[src/rtl/rcs_pkg.sv]
package rcs_pkg;
  localparam int REG_W = 8;

  localparam int IDX_PRIO  = 7;
  localparam int IDX_SWBOR = 6;
  localparam int IDX_SPARE = 5;
  localparam int IDX_RI    = 4;
  localparam int IDX_TO    = 3;
  localparam int IDX_PD    = 2;
  localparam int IDX_POR   = 1;
  localparam int IDX_BOR   = 0;

  // power-up contents of the stored bits
  localparam logic [REG_W-1:0] PWRUP_VAL = 8'h5C;
  // bits the write port may touch (bit 6 further gated by configuration)
  localparam logic [REG_W-1:0] WR_MASK   = 8'hD3;

  typedef enum logic [1:0] {
    BCFG_OFF = 2'b00,
    BCFG_SW  = 2'b01,
    BCFG_ALT = 2'b10,
    BCFG_ON  = 2'b11
  } bcfg_e;
endpackage

[src/rtl/rcs_flag_cell.sv]
module rcs_flag_cell #(
  parameter logic INIT_VAL = 1'b0
) (
  input  logic clk,
  input  logic init,
  input  logic hw_set,
  input  logic hw_clr,
  input  logic wr_en,
  input  logic wr_bit,
  output logic q
);
  // priority: init > hardware clear > hardware set > write
  always_ff @(posedge clk) begin
    if (init)        q <= INIT_VAL;
    else if (hw_clr) q <= 1'b0;
    else if (hw_set) q <= 1'b1;
    else if (wr_en)  q <= wr_bit;
  end
endmodule

[src/rtl/rcs_event_map.sv]
module rcs_event_map
  import rcs_pkg::*;
(
  input  logic             ev_bor,
  input  logic             ev_rst_instr,
  input  logic             ev_wdt_expire,
  input  logic             ev_wdt_clear,
  input  logic             ev_sleep,
  output logic [REG_W-1:0] set_v,
  output logic [REG_W-1:0] clr_v
);
  always_comb begin
    set_v = '0;
    clr_v = '0;
    clr_v[IDX_RI]  = ev_rst_instr;
    clr_v[IDX_TO]  = ev_wdt_expire;
    set_v[IDX_TO]  = ev_wdt_clear | ev_sleep;
    clr_v[IDX_PD]  = ev_sleep;
    set_v[IDX_PD]  = ev_wdt_clear;
    clr_v[IDX_BOR] = ev_bor;
  end
endmodule

[src/rtl/rcs_bor_ctrl.sv]
module rcs_bor_ctrl
  import rcs_pkg::*;
(
  input  logic [1:0] bor_cfg,
  input  logic       sw_bit,
  output logic       sw_active,
  output logic       bor_en_eff
);
  bcfg_e cfg;
  assign cfg = bcfg_e'(bor_cfg);

  always_comb begin
    sw_active  = 1'b0;
    bor_en_eff = 1'b0;
    case (cfg)
      BCFG_SW: begin
        sw_active  = 1'b1;
        bor_en_eff = sw_bit;
      end
      BCFG_ON:  bor_en_eff = 1'b1;
      default:  bor_en_eff = 1'b0;
    endcase
  end
endmodule

[src/rtl/rst_cause_reg.sv]
module rst_cause_reg
  import rcs_pkg::*;
(
  input  logic             clk,
  input  logic             rst,
  input  logic             ev_por,
  input  logic             ev_bor,
  input  logic             ev_rst_instr,
  input  logic             ev_wdt_expire,
  input  logic             ev_wdt_clear,
  input  logic             ev_sleep,
  input  logic [1:0]       bor_cfg,
  input  logic             wr_en,
  input  logic [REG_W-1:0] wr_data,
  output logic [REG_W-1:0] reg_q,
  output logic             prio_en,
  output logic             bor_en_eff,
  output logic             bor_cause
);
  logic             init;
  logic [REG_W-1:0] set_v, clr_v, wr_v, rd_mask, state;
  logic             sw_active;

  assign init = rst | ev_por;

  rcs_event_map u_map (
    .ev_bor       (ev_bor),
    .ev_rst_instr (ev_rst_instr),
    .ev_wdt_expire(ev_wdt_expire),
    .ev_wdt_clear (ev_wdt_clear),
    .ev_sleep     (ev_sleep),
    .set_v        (set_v),
    .clr_v        (clr_v)
  );

  rcs_bor_ctrl u_bor (
    .bor_cfg   (bor_cfg),
    .sw_bit    (state[IDX_SWBOR]),
    .sw_active (sw_active),
    .bor_en_eff(bor_en_eff)
  );

  always_comb begin
    wr_v             = WR_MASK & {REG_W{wr_en}};
    wr_v[IDX_SWBOR]  = wr_en & sw_active;
    rd_mask          = '1;
    rd_mask[IDX_SPARE] = 1'b0;
    rd_mask[IDX_SWBOR] = sw_active;
  end

  for (genvar i = 0; i < REG_W; i++) begin : g_bit
    rcs_flag_cell #(.INIT_VAL(PWRUP_VAL[i])) u_cell (
      .clk   (clk),
      .init  (init),
      .hw_set(set_v[i]),
      .hw_clr(clr_v[i]),
      .wr_en (wr_v[i]),
      .wr_bit(wr_data[i]),
      .q     (state[i])
    );
  end

  assign reg_q     = state & rd_mask;
  assign prio_en   = state[IDX_PRIO];
  assign bor_cause = ~state[IDX_BOR] & state[IDX_POR];

  AST_TO_EXPIRE: assert property (@(posedge clk) disable iff (rst)
    (ev_wdt_expire && !ev_por) |=> !reg_q[IDX_TO]);
  AST_PD_SLEEP: assert property (@(posedge clk) disable iff (rst)
    (ev_sleep && !ev_por) |=> !reg_q[IDX_PD]);
  AST_RO_HOLD: assert property (@(posedge clk) disable iff (rst)
    (!ev_por && !ev_wdt_expire && !ev_wdt_clear && !ev_sleep) |=> $stable(reg_q[IDX_TO:IDX_PD]));
  AST_RI_CLR: assert property (@(posedge clk) disable iff (rst)
    (ev_rst_instr && !ev_por) |=> !reg_q[IDX_RI]);
  AST_SW_HIDDEN: assert property (@(posedge clk) disable iff (rst)
    (bor_cfg != 2'b01) |-> !reg_q[IDX_SWBOR]);
  AST_EN_FORCED: assert property (@(posedge clk) disable iff (rst)
    (bor_cfg == 2'b11) |-> bor_en_eff);
  AST_POR_INIT: assert property (@(posedge clk) disable iff (rst)
    ev_por |=> (reg_q[4:0] == 5'b11100 && !prio_en));
  AST_SPARE_ZERO: assert property (@(posedge clk) disable iff (rst)
    !reg_q[IDX_SPARE]);
endmodule

[config.mk]
export PLATFORM = sky130hd
export DESIGN_NAME = rst_cause_reg
export DESIGN_NICKNAME = d
export VERILOG_FILES = /design/src/rtl/rcs_pkg.sv /design/src/rtl/rcs_flag_cell.sv /design/src/rtl/rcs_event_map.sv /design/src/rtl/rcs_bor_ctrl.sv /design/src/rtl/rst_cause_reg.sv
export SDC_FILE = /design/constraint.sdc
export NUM_CORES = 1
export LEC_CHECK = 0
export ABC_AREA = 0
export BUFFER_PORTS_ARGS = -buffer_cell sky130_fd_sc_hd__buf_2
export CAP_MARGIN = 25
export CORE_AREA = 3 3 40 42
export DETAILED_ROUTE_END_ITERATION = 8
export DIE_AREA = 0 0 43 45
export PLACE_DENSITY = 0.59
export SLEW_MARGIN = 25
export SYNTH_ARGS = -nofsm -noshare
export SYNTH_HDL_FRONTEND = slang
export SYNTH_SLANG_ARGS = --single-unit
[constraint.sdc]
create_clock -name clk -period 0.8 [get_ports clk]
set_input_delay 0.12 -clock clk [delete_from_list [all_inputs] [get_ports clk]]
set_output_delay 0.12 -clock clk [all_outputs]
set_load 0.03 [all_outputs]
=== Yosys cells after proc, flatten, opt, wreduce, memory -nomap -nowiden ===
Cells that the tools add are included.

* Bits in registers: 7
* Output and inout bits: 11
* Word-level logic and storage cells: 27
* Input port bits: 19

* Reduce and logical (&&, ||, !) cells: 4
* Mux-type cells: 8
* Bitwise operators: 6
* Equal/unequal tests: 2

{| class="wikitable"
|+ Operators with widths
! cell !! count
|-
| $and A8 B8 Y8 || 1
|-
| $mux W1 || 7
|-
| $reduce_bool A2 Y1 || 3
|-
| $and A1 B1 Y1 || 2
|-
| $eq A2 B1 Y1 const B || 1
|-
| $eq A2 B2 Y1 const B || 1
|-
| $or A1 B1 Y1 || 2
|-
| $pmux W1 S2 || 1
|-
| $reduce_or A2 Y1 || 1
|-
| $not A1 Y1 || 1
|}

=== Logic depth before layout (Yosys ltp) ===
* Depth in word-level cells: 3
* Gate-level depth with buffers: 3
* Depth with buffers taken out: 2

=== By module ===
A second synthesis with hierarchy kept.

* Cells, all modules: 63
* Area, all modules: 536.8 um^2

{| class="wikitable"
|+ Modules (own cells, without submodules)
! module !! sequential area each (um^2) !! times used !! area an instance (um^2) !! cells an instance
|-
| rcs_flag_cell (g_bit[2].u_cell ...) || 20.0 || 4 || 45.0 || 5
|-
| rcs_flag_cell (g_bit[0].u_cell ...) || 20.0 || 3 || 46.3 || 4
|-
| rcs_event_map || 0.0 || 1 || 122.6 || 17
|-
| rst_cause_reg || 0.0 || 1 || 81.3 || 12
|-
| rcs_bor_ctrl || 0.0 || 1 || 13.8 || 2
|}

=== Worst setup path after synthesis ===
No wires, ideal clock.

* Kind: register to output
* Start: register g_bit[6].u_cell.q
* End: output port reg_q[6]
* Path slack: -428 ps
* Buffers on the path: 0
* Stages on the path, launching flop included: 3
* Arrival: 1108 ps
* Required time: 680 ps
* Cell sequence: dfxtp_1 -> inv_1 -> nor3b_1

* Word-level cells in the longest chain between the ends: 1

{| class="wikitable"
|+ RTL lines
! item !! RTL line !! RTL
|-
| start, declared || rcs_flag_cell.sv:10 || <nowiki>output logic q</nowiki>
|-
| start signal, assigned || rcs_flag_cell.sv:17 || <nowiki>else if (wr_en) q <= wr_bit;</nowiki>
|-
| $and A8 B8 Y8 || rst_cause_reg.sv:63 || <nowiki>assign reg_q = state & rd_mask;</nowiki>
|-
| end, declared || rst_cause_reg.sv:15 || <nowiki>output logic [REG_W-1:0] reg_q,</nowiki>
|}

Every way passes these cells.

=== Final worst setup path ===
Ends and elaborated chain as after synthesis.

==> summary.md <==
| Metric | Value |
|---|---|
| Worst-path maximum fanout | 2 |
| Crit path buffers/inverters | 2 |
| Placer congestion estimate | 0.5917 |
| Synthesis-stage register bit count | 7 |
| Commonest non-fill, non-tap cell in the layout | buf_2 |
| Synth Area in Adders | 0% |
| Crit path kind | flop to output pin |
| Total grt overflow | 0 |
| Critical Path RT | 0.68 ns |
| Number of flip-flops in the largest register | 7 |
| Via count | 328 |
| P_leak | 0.2657 nW |
| Smallest hold slack | 0.02161 ns |
| Crit path arrival time | 0.94 ns |
| Worst slack at placement | -0.08852 ns |
| Die Y | 45 µm |
| DR WL/cell | 10.66 µm |
| Avg Cell Area, Syn | 9.801 µm² |
| Xor-xnor portion of the synthesized cell area | 0% |
| Fmax | 0.9398 GHz |
| Largest family of logic cells by synthesized area | buffers and inverters |
| Worst skew pair latency | 0.25 ns |
| GRT Total Usage | 9.950% |
| Register area share after synthesis | 39.72% |
| Count of final setup violators | 10 |
| Clk slew on worst S/H paths | 0.05 ns |
| Cts bufs inserted | 3 |
| Switching Share | 26.77% |
| Synthesized area | 352.8 µm² |
| Buffers on Ports | 25 |
| Most frequent cells in the layout | buf_2, buf_6, dfxtp_2 |
| H-tree levels | 1 |
| RSZ-0062 raised after global routing | true |
| Power Total | 0.0008803 W |
| Reg power frac | 42.3% |
| Mux share of post-synthesis cell area | 11.35% |
| Synth warnings | 0 |
| Largest delay contributor family on the critical path | flip-flops |
| NetSw | 0.0002356 W |
| Startpoint Class | flop |
| Post-synth cell types | 16 |
| Post-Syn Nets | 55 |
| Final hold violation count | 0 |
| Clk root buf | clkbuf_4 |
| Die Width | 43 µm |
| Total wire length | 789 µm |
| Hold depth | 2 |
| Largest stage delay, worst path | 0.33 ns |
| Pre-Repair DR Iteration Count | 2 |
| Number of global-route vias before repair | 318 |
| Largest net degree at the start of global routing | 7 |
| P_int | 0.0006447 W |
| TritonCTS clock tree | done |
| Die ar. | 1935 µm² |
| Largest Register | g_bit.u_cell.q |
| Vias per std cell | 4.432 |
| Clock sinks | 7 |
| 1st-iter DRT viols | 2 |
| CTS max path bufs | 2 |
| Violated checks | negative setup slack |
| Max-cap viol count | 0 |
| Peak supply drop | 0.0008253 V |
| Nets | 79 |
| Layout cell share with drive strength beyond 1 | 72.88% |
| Max Slew Vio Count | 0 |
| Initial antenna violation count | 0 |
| Depth of the most critical reg-to-reg path | 3 |
| Setup TNS | -0.9127 ns |
| Initial Util | 27.46% |
| Final worst slack | -0.2640 ns |
| Comb pwr share | 21.7% |
| CP cell instances | inv_2 > nor3b_4 > buf_6 |
| Clk pwr share | 36.1% |
| DRT antenna net count | 0 |
| Core area | 1285 µm² |
| Number of enable-type register cells in the synthesized netlist | 0 |
| Ant diodes | 0 |
| Std-Cell Rows | 13 |
| Pwr Density | 1540 nW/µm² |
| Critical path endpoint category | output pin |
| Critical-path top delay cell | dfxtp_2 |
| Biggest registers after layout | g_bit.u_cell.q x7 |
| Levels on crit path | 3 |
| Max Clock Skew | 0 ns |
| Worst Hold Class | input port to flop |
| Synth Area in Compound Gates | 9.929% |
| Drc violations | 0 |
| Hold_buf cts | 0 |
| First-pass GRT wire length | 1311 µm |
| Status | finished with violations |
| Post-Synth Simple-Gate Area | 18.79% |
| Final min period | 1.064 ns |
| Synth Instances | 36 |
| Layout area overhead | 62.06% |
| Final period utilization | 133.0% |
| I/O Pins | 30 |
| Top FF cell, synth | dfxtp_1 |
| Ys async rst share | 0% |
[path summary, 6_finish.rpt]
path	startpoint	endpoint	slack, ns
max	g_bit[6].u_cell.q	reg_q[6]	-0.26
min	ev_bor	g_bit[0].u_cell.q	0.02
max reg2reg	g_bit[2].u_cell.q	g_bit[2].u_cell.q	0.08
min reg2reg	g_bit[3].u_cell.q	g_bit[3].u_cell.q	0.54
[layout make-up]
type	count	area, µm²
fill	136	713.2
timing repair buffer	27	202.7
multi-input combinational	20	168.9
sequential	7	151.4
clock buffer	4	26.28
tap	15	18.77
inverter	1	3.754
[cell usage after synthesis (2+ instances only)]
| cell type | count | area (µm²) |
|---|---|---|
| buf_4 | 7 | 52.55 |
| dfxtp_1 | 7 | 140.1 |
| mux2i_1 | 4 | 40.04 |
| nor2_1 | 2 | 7.510 |
| nor3_1 | 3 | 15.01 |
| o21ai_0 | 3 | 15.01 |
[power groups by stage]
stage	Sequential [W]	Combinational, W	Clock, W
after floorplan	0.000378	0.000111	0
after global placement	0.000375	0.000159	0
after detailed placement	0.000376	0.000161	0
after CTS	0.000372	0.000193	0.000337
after global routing	0.000374	0.000204	0.000364
final	0.000372	0.000191	0.000318
[per-stage QoR]
stage	instances	utilization [%]	cell area (µm²)
detailed placement	69	35.44	455.4
CTS	75	44.69	574.3
finish	74	44.50	571.8
floorplan	36	-	367.9
global route	74	44.50	571.8
global placement	69	35.44	455.4
[logic make-up (layout without fill, tap and decap cells)]
group,Yosys count,in the layout
compound gates,5,5
other cells,1,1
mux,4,4
simple gates,10,10
buf+inv,9,32
flops,7,7
[timing repair]
| item | in CTS | in global routing |
|---|---|---|
| endpoints found under the setup margin | 10 | 12 |
| pin swaps | 2 | 1 |
| cloned | 0 | 0 |
| gates resized for setup | 29 | 1 |
| setup buffers | 2 | 0 |
[layer usage]
layer / track usage (%) / vias to the layer above / part of all wire (%)
met5: 0 / - / 0
met4: 7.229 / 0 / 1.1
met3: 8.367 / 2 / 14
met2: 13.47 / 20 / 44
met1: 10.00 / 143 / 41
li1: - / 163 / -
Power figures use the tool's default switching activity.
